### src/rtl/ftq_pkg.sv
package ftq_pkg;

    typedef enum logic [1:0] {
        PRB_NONE = 2'd0,
        PRB_MISS = 2'd1,
        PRB_HIT  = 2'd2
    } probe_state_e;

    localparam logic MODE_STRICT = 1'b0;
    localparam logic MODE_LOOSE  = 1'b1;

    typedef struct packed {
        logic resolve;
        logic send;
    } pf_verdict_t;

    function automatic pf_verdict_t pf_judge(input logic mode, input probe_state_e st);
        pf_verdict_t v;
        if (mode == MODE_LOOSE) begin
            v.resolve = 1'b1;
            v.send    = (st != PRB_HIT);
        end else begin
            v.resolve = (st != PRB_NONE);
            v.send    = (st == PRB_MISS);
        end
        return v;
    endfunction

endpackage

### src/rtl/ftq_store.sv
module ftq_store
    import ftq_pkg::*;
#(
    parameter int DEPTH = 32,
    parameter int AW    = 32,
    parameter int IW    = $clog2(DEPTH)
) (
    input  logic          clk,
    input  logic          rst,
    input  logic          wr_en,
    input  logic [IW-1:0] wr_idx,
    input  logic [AW-1:0] wr_addr,
    input  logic          mk_en,
    input  logic [IW-1:0] mk_idx,
    input  logic          mk_hit,
    input  logic          is_en,
    input  logic [IW-1:0] is_idx,
    input  logic [IW-1:0] ra_idx,
    output logic [AW-1:0] ra_addr,
    input  logic [IW-1:0] rb_idx,
    output logic [AW-1:0] rb_addr,
    output probe_state_e  rb_state,
    input  logic [IW-1:0] rc_idx,
    output logic [AW-1:0] rc_addr,
    output probe_state_e  rc_state,
    output logic          rc_issued
);

    logic [AW-1:0] addr_q [DEPTH];
    probe_state_e  st_q   [DEPTH];
    logic          iss_q  [DEPTH];

    always_ff @(posedge clk) begin
        for (int i = 0; i < DEPTH; i++) begin
            if (wr_en && wr_idx == IW'(i)) begin
                addr_q[i] <= wr_addr;
            end
            if (rst) begin
                st_q[i]  <= PRB_NONE;
                iss_q[i] <= 1'b0;
            end else if (wr_en && wr_idx == IW'(i)) begin
                st_q[i]  <= PRB_NONE;
                iss_q[i] <= 1'b0;
            end else begin
                if (mk_en && mk_idx == IW'(i)) begin
                    st_q[i] <= mk_hit ? PRB_HIT : PRB_MISS;
                end
                if (is_en && is_idx == IW'(i)) begin
                    iss_q[i] <= 1'b1;
                end
            end
        end
    end

    assign ra_addr   = addr_q[ra_idx];
    assign rb_addr   = addr_q[rb_idx];
    assign rb_state  = st_q[rb_idx];
    assign rc_addr   = addr_q[rc_idx];
    assign rc_state  = st_q[rc_idx];
    assign rc_issued = iss_q[rc_idx];

endmodule

### src/rtl/ftq_cursor.sv
module ftq_cursor #(
    parameter int PW = 6
) (
    input  logic          clk,
    input  logic          rst,
    input  logic          flush,
    input  logic          adv,
    input  logic          deq_fire,
    input  logic [PW-1:0] head,
    input  logic [PW-1:0] tail,
    output logic [PW-1:0] cur
);

    logic [PW-1:0] step;
    logic [PW-1:0] nxt;

    always_comb begin
        step = cur + PW'(adv);
        nxt  = step;
        if (deq_fire && step == head) begin
            nxt = head + PW'(1);
        end
    end

    always_ff @(posedge clk) begin
        if (rst) begin
            cur <= '0;
        end else if (flush) begin
            cur <= head;
        end else begin
            cur <= nxt;
        end
    end


    cursor_bound_chk: assert property (@(posedge clk) disable iff (rst)
        (PW'(cur - head) <= PW'(tail - head)));

endmodule

### src/rtl/fetch_target_queue.sv
module fetch_target_queue
    import ftq_pkg::*;
#(
    parameter int DEPTH = 32,
    parameter int AW    = 32
) (
    input  logic          clk,
    input  logic          rst,
    input  logic          flush,
    input  logic          enq_valid,
    input  logic [AW-1:0] enq_addr,
    output logic          enq_full,
    input  logic          deq_pop,
    output logic [AW-1:0] deq_addr,
    output logic          deq_empty,
    input  logic          probe_idle,
    output logic          probe_req,
    output logic [AW-1:0] probe_addr,
    input  logic          probe_hit,
    input  logic          pf_mode,
    output logic          pf_valid,
    output logic [AW-1:0] pf_addr
);

    localparam int IW = $clog2(DEPTH);
    localparam int PW = IW + 1;

    logic [PW-1:0] head_q, tail_q, scan_q, probe_q;
    logic          enq_fire, deq_fire;
    logic          scan_live, scan_adv;
    logic          probe_live, probe_fresh, probe_adv;
    logic [AW-1:0] scan_addr;
    probe_state_e  scan_st, probe_st;
    logic          probe_iss;
    pf_verdict_t   verdict;

    assign deq_empty = (head_q == tail_q);
    assign enq_full  = (PW'(tail_q - head_q) == PW'(DEPTH));
    assign enq_fire  = enq_valid && !enq_full && !flush;
    assign deq_fire  = deq_pop && !deq_empty && !flush;

    always_ff @(posedge clk) begin
        if (rst) begin
            head_q <= '0;
            tail_q <= '0;
        end else if (flush) begin
            tail_q <= head_q;
        end else begin
            if (enq_fire) tail_q <= tail_q + PW'(1);
            if (deq_fire) head_q <= head_q + PW'(1);
        end
    end

    ftq_store #(.DEPTH(DEPTH), .AW(AW), .IW(IW)) store_i (
        .clk       (clk),
        .rst       (rst),
        .wr_en     (enq_fire),
        .wr_idx    (tail_q[IW-1:0]),
        .wr_addr   (enq_addr),
        .mk_en     (probe_req),
        .mk_idx    (probe_q[IW-1:0]),
        .mk_hit    (probe_hit),
        .is_en     (scan_adv),
        .is_idx    (scan_q[IW-1:0]),
        .ra_idx    (head_q[IW-1:0]),
        .ra_addr   (deq_addr),
        .rb_idx    (scan_q[IW-1:0]),
        .rb_addr   (scan_addr),
        .rb_state  (scan_st),
        .rc_idx    (probe_q[IW-1:0]),
        .rc_addr   (probe_addr),
        .rc_state  (probe_st),
        .rc_issued (probe_iss)
    );

    // prefetch cursor: decides each entry once, in order
    assign verdict   = pf_judge(pf_mode, scan_st);
    assign scan_live = (scan_q != tail_q);
    assign scan_adv  = scan_live && verdict.resolve && !flush;
    assign pf_valid  = scan_adv && verdict.send;
    assign pf_addr   = scan_addr;

    // probe cursor: uses idle cache ports, skips entries already decided
    assign probe_live  = (probe_q != tail_q) && !flush;
    assign probe_fresh = !probe_iss && (probe_st == PRB_NONE);
    assign probe_req   = probe_live && probe_fresh && probe_idle;
    assign probe_adv   = probe_live && (!probe_fresh || probe_idle);

    ftq_cursor #(.PW(PW)) scan_cur_i (
        .clk      (clk),
        .rst      (rst),
        .flush    (flush),
        .adv      (scan_adv),
        .deq_fire (deq_fire),
        .head     (head_q),
        .tail     (tail_q),
        .cur      (scan_q)
    );

    ftq_cursor #(.PW(PW)) probe_cur_i (
        .clk      (clk),
        .rst      (rst),
        .flush    (flush),
        .adv      (probe_adv),
        .deq_fire (deq_fire),
        .head     (head_q),
        .tail     (tail_q),
        .cur      (probe_q)
    );


    rst_clear_chk: assert property (@(posedge clk)
        rst |=> (deq_empty && !enq_full && !pf_valid && !probe_req));


    full_hold_chk: assert property (@(posedge clk) disable iff (rst)
        (enq_full && !deq_pop && !flush) |=> enq_full);


    quiet_stable_chk: assert property (@(posedge clk) disable iff (rst)
        (!enq_fire && !deq_fire && !flush) |=> ($stable(deq_empty) && $stable(enq_full)));


    scan_moves_chk: assert property (@(posedge clk) disable iff (rst)
        pf_valid |=> (scan_q != $past(scan_q)));


    flush_empty_chk: assert property (@(posedge clk) disable iff (rst)
        flush |=> deq_empty);

endmodule

### config.mk
export PLATFORM = sky130hd
export DESIGN_NAME = fetch_target_queue
export DESIGN_NICKNAME = d
export VERILOG_FILES = /design/src/rtl/ftq_pkg.sv /design/src/rtl/ftq_store.sv /design/src/rtl/ftq_cursor.sv /design/src/rtl/fetch_target_queue.sv
export SDC_FILE = /design/constraint.sdc
export NUM_CORES = 2
export LEC_CHECK = 0
export BUFFER_PORTS_ARGS = -buffer_cell sky130_fd_sc_hd__buf_2
export CORE_UTILIZATION = 50
export CTS_CLUSTER_DIAMETER = 150
export DETAILED_ROUTE_END_ITERATION = 10
export PLACE_DENSITY = 0.65
export SETUP_SLACK_MARGIN = 0.5
export SLEW_MARGIN = 0
export SYNTH_ARGS = -nofsm -noshare
export SYNTH_HDL_FRONTEND = slang
export SYNTH_SLANG_ARGS = --single-unit
### constraint.sdc
create_clock -name clk -period 7.1 [get_ports clk]
set_input_delay 0.355 -clock clk [delete_from_list [all_inputs] [get_ports clk]]
set_output_delay 0.355 -clock clk [all_outputs]
set_load 0.01 [all_outputs]
==> impl_metrics.py <==
metrics = {
    "outcome": {
        "outcome": "complete, no violations",
    },
    "drt": {
        "vias": 38600,
        "first_pass_iters": 6,
        "wl_microns": 203400,
        "drt_iter0_markers": 5695,
        "vias_per_cell": 7.616,
        "wl_per_cell_microns": 40.13,
        "drtAntennaViolNets": 0,
        "drc": 0,
    },
    "synthesis": {
        "yosysWarningCount": 0,
        "seq_area_frac_synth": 0.5436,
        "syn_area_sq_mm": 0.06294,
        "synth_top_cell_by_area": "edfxtp_1",
        "synth_edf_count": 1120,
        "synth_seq_cells": 1149,
        "synthCells": 3290,
        "synth_ff_type": "edfxtp_1",
        "synthArstFlopShare": 0,
        "synth_fp_nets": 3346,
        "syn_avg_cell_area_sq_um": 19.13,
        "synth_top_cell_area_share": 0.5343,
        "ys_top_cells_by_area": "edfxtp_1, mux4_2, mux2_2",
        "yosysUniqueCellTypes": 73,
    },
    "flow_run": {
        "max_cap_viol_count": 0,
    },
    "floorplan": {
        "core_area_sq_mm": 0.1243,
        "start_util": 0.5064,
        "die-height_microns": 356.8,
        "pin_count": 140,
        "dieArea_sq_mm": 0.1273,
        "rows": 129,
        "die_x_microns": 356.8,
    },
    "place": {
        "gp_congestion": 0.9441,
        "placed_area_sq_mm": 0.06527,
        "placedCellCount": 4833,
        "hpwlAfterDp_microns": 114800,
        "port_buffers": 139,
    },
    "clocking": {
        "cts_buffer_depth": 3,
        "cts_hold_buf": 1,
        "clkTransAtPathRegs_ns": 0.06,
        "cts_tree": "built",
        "htree_levels": 4,
        "cts_root_buffer": "clkbuf_16",
        "cts.sinks": 1149,
        "cts_buffers": 131,
        "clock_latency_ns": 0.79,
        "post_cts_buffers": 0,
        "cts_resized": 0,
    },
    "worst_setup_path": {
        "critPathCaptureType": "output pin",
        "worstPathRequired_ns": 6.74,
        "cp.arrival_ns": 5.22,
        "critPathMaxFanout": 91,
        "crit_path_start": "scan_cur_i.cur[0]$_SDFF_PP0_",
        "crit_path_start_kind": "register",
        "rr_startpoint": "scan_cur_i.cur[3]$_SDFF_PP0_",
        "path_class": "register to output pin",
    },
    "sta": {
        "post-route-period-util": 0.7858,
        "setup_violations": 0,
        "worstMarginPinSlew_ns": 1.318,
        "hold_viol_final": 0,
        "max_freq_mhz": 179.2,
        "clock_skew_ns": 0.03444,
        "period_minus_slack_ns": 5.579,
        "slew_headroom": 0.1190,
        "slew_viol_final": 0,
        "rsz0062_at_grt": "no",
        "setup_tns_ns": 0,
    },
    "finish": {
        "drive_gt1_frac": 0.4397,
        "stdcell_area_sq_mm": 0.06938,
        "area_growth_pct": 10.23,
        "final_util": 0.5583,
        "layout.nets": 3386,
        "layoutNonFillerInstCount": 5069,
    },
    "global_routing": {
        "antenna_found_initial": 14,
        "grt.overflow.total": 0,
        "grt_pass1_vias": 38990,
        "grt_max_degree": 132,
        "grt_util_all_layers": 0.3252,
        "grt_pass1_wl_microns": 290000,
    },
    "power": {
        "p_leak_nw": 20.46,
        "p_total_w": 0.01719,
        "peakVddDrop_uv": 250.8,
        "p_per_area_mw_per_mm2": 247.7,
    },
    "min_path": {
        "hold_path.startpoint": "enq_addr[17]",
        "min_path_type": "primary input to register",
    },
}
==> state kept, by name, indices dropped and copies added, names as in the netlist, named ones only <==
name / cells
head_q: 6
probe_cur_i.cur: 6
scan_cur_i.cur: 6
store_i.addr_q: 1024
store_i.iss_q: 32
store_i.st_q: 64
tail_q: 6
==> power breakdown <==
group          internal, W  switching [W]
combinational      0.00145        0.00152
clock              0.00378        0.00281
sequential         0.00749       0.000128
==> critical path, cell delays in order (launching register included) <==
cell	delay, ns
dfxtp_4	0.97
buf_12	0.66
buf_4	0.89
mux4_2	0.61
mux4_2	0.49
mux2_2	0.39
buf_2	0.18
==> area by class of cell <==
type,instances,area [sq um]
Fill cell,9289,54900
Sequential cell,1149,34260
Multi-Input combinational cell,1809,27490
Clock buffer,159,3477
Tap cell,1637,2048
Timing Repair Buffer,222,1409
Clock inverter,74,620.6
Inverter,17,68.82
Antenna cell,2,5.005
==> synthesized netlist by cell type (3+ instances only) <==
cell / number
o21ai_0: 46
buf_4: 11
edfxtp_1: 1120
and3_1: 14
nand4_1: 11
nor3b_1: 8
nor2b_1: 15
nor3_1: 79
xnor3_1: 4
a31oi_1: 27
or4_1: 3
buf_1: 41
nand2b_1: 11
dfxtp_1: 29
and2_1: 6
mux2_2: 64
nor4_1: 68
buf_6: 10
and4_1: 4
a211o_1: 6
mux2i_1: 10
clkbuf_1: 167
o21ai_1: 25
o311ai_0: 3
a21oi_1: 16
nor4b_1: 3
a21o_1: 3
inv_1: 14
nor2_1: 64
nand3b_1: 5
o211ai_1: 3
o221ai_1: 4
mux4_2: 978
xnor2_1: 16
or3_1: 8
a211oi_1: 5
or2_2: 3
nand3_1: 48
o31ai_1: 12
ha_1: 16
nand2_1: 163
xor2_1: 18
buf_2: 86
==> per-stage QoR <==
stage	setup slack (ns)	hold WS, ns
2_1_floorplan	2.440	0.4539
3_3_place_gp	2.171	0.5816
3_5_place_dp	2.113	0.5905
4_1_cts	1.444	0.009542
5_1_grt	1.222	0.06746
6_report	1.521	0.06025
==> final timing paths <==
kind	cells past startpoint	slack (ns)	endpoint
setup / recovery	6	1.52	pf_addr[17]
hold / removal	1	0.06	store_i.addr_q[5][17]$_DFFE_PP_
setup reg to reg	15	2.08	scan_cur_i.cur[3]$_SDFF_PP0_
hold reg to reg	2	0.61	tail_q[5]$_SDFFE_PP0P_
==> layout by cell type, fill, tap and decap left out, types with 7 or more instances in the layout <==
cell type	count
nand2_1	163
buf_4	75
nor2_1	51
buf_12	7
mux2i_1	10
nand2b_1	11
o21ai_1	25
mux4_2	978
nor2b_1	15
nor3_1	63
clkinv_2	18
dfxtp_1	15
a21oi_1	16
nand4_1	11
clkbuf_1	22
or3_1	8
a31oi_1	26
xnor2_1	16
mux2_2	64
o31ai_1	12
buf_2	139
dfxtp_4	13
bufinv_16	8
inv_6	8
xor2_1	18
clkinv_1	33
and3_1	10
nor3_2	16
ha_1	16
nor4_1	68
clkbuf_16	134
inv_1	13
edfxtp_1	1120
nor2_4	13
nand3_1	48
o21ai_0	46
==> per-layer routing <==
metal	global-route usage	vias to the layer above	part of all wire
li1	-	14620	-
met1	0.4467	20710	0.37
met5	0	-	0.00048
met4	0.1285	16	0.042
met3	0.08389	492	0.11
met2	0.5018	2773	0.48
==> kinds of logic after synthesis <==
kind of cell,share of synthesized area
muxes,0.3630
xor gates and xnor gates,0.006799
and+or+nand+nor,0.04117
adders and majority gates,0.003181
DFF,0.5436
AOI/OAI and AO/OA,0.01894
buffers and inverters,0.02336
Note: power is estimated with default switching activity, not from simulation.
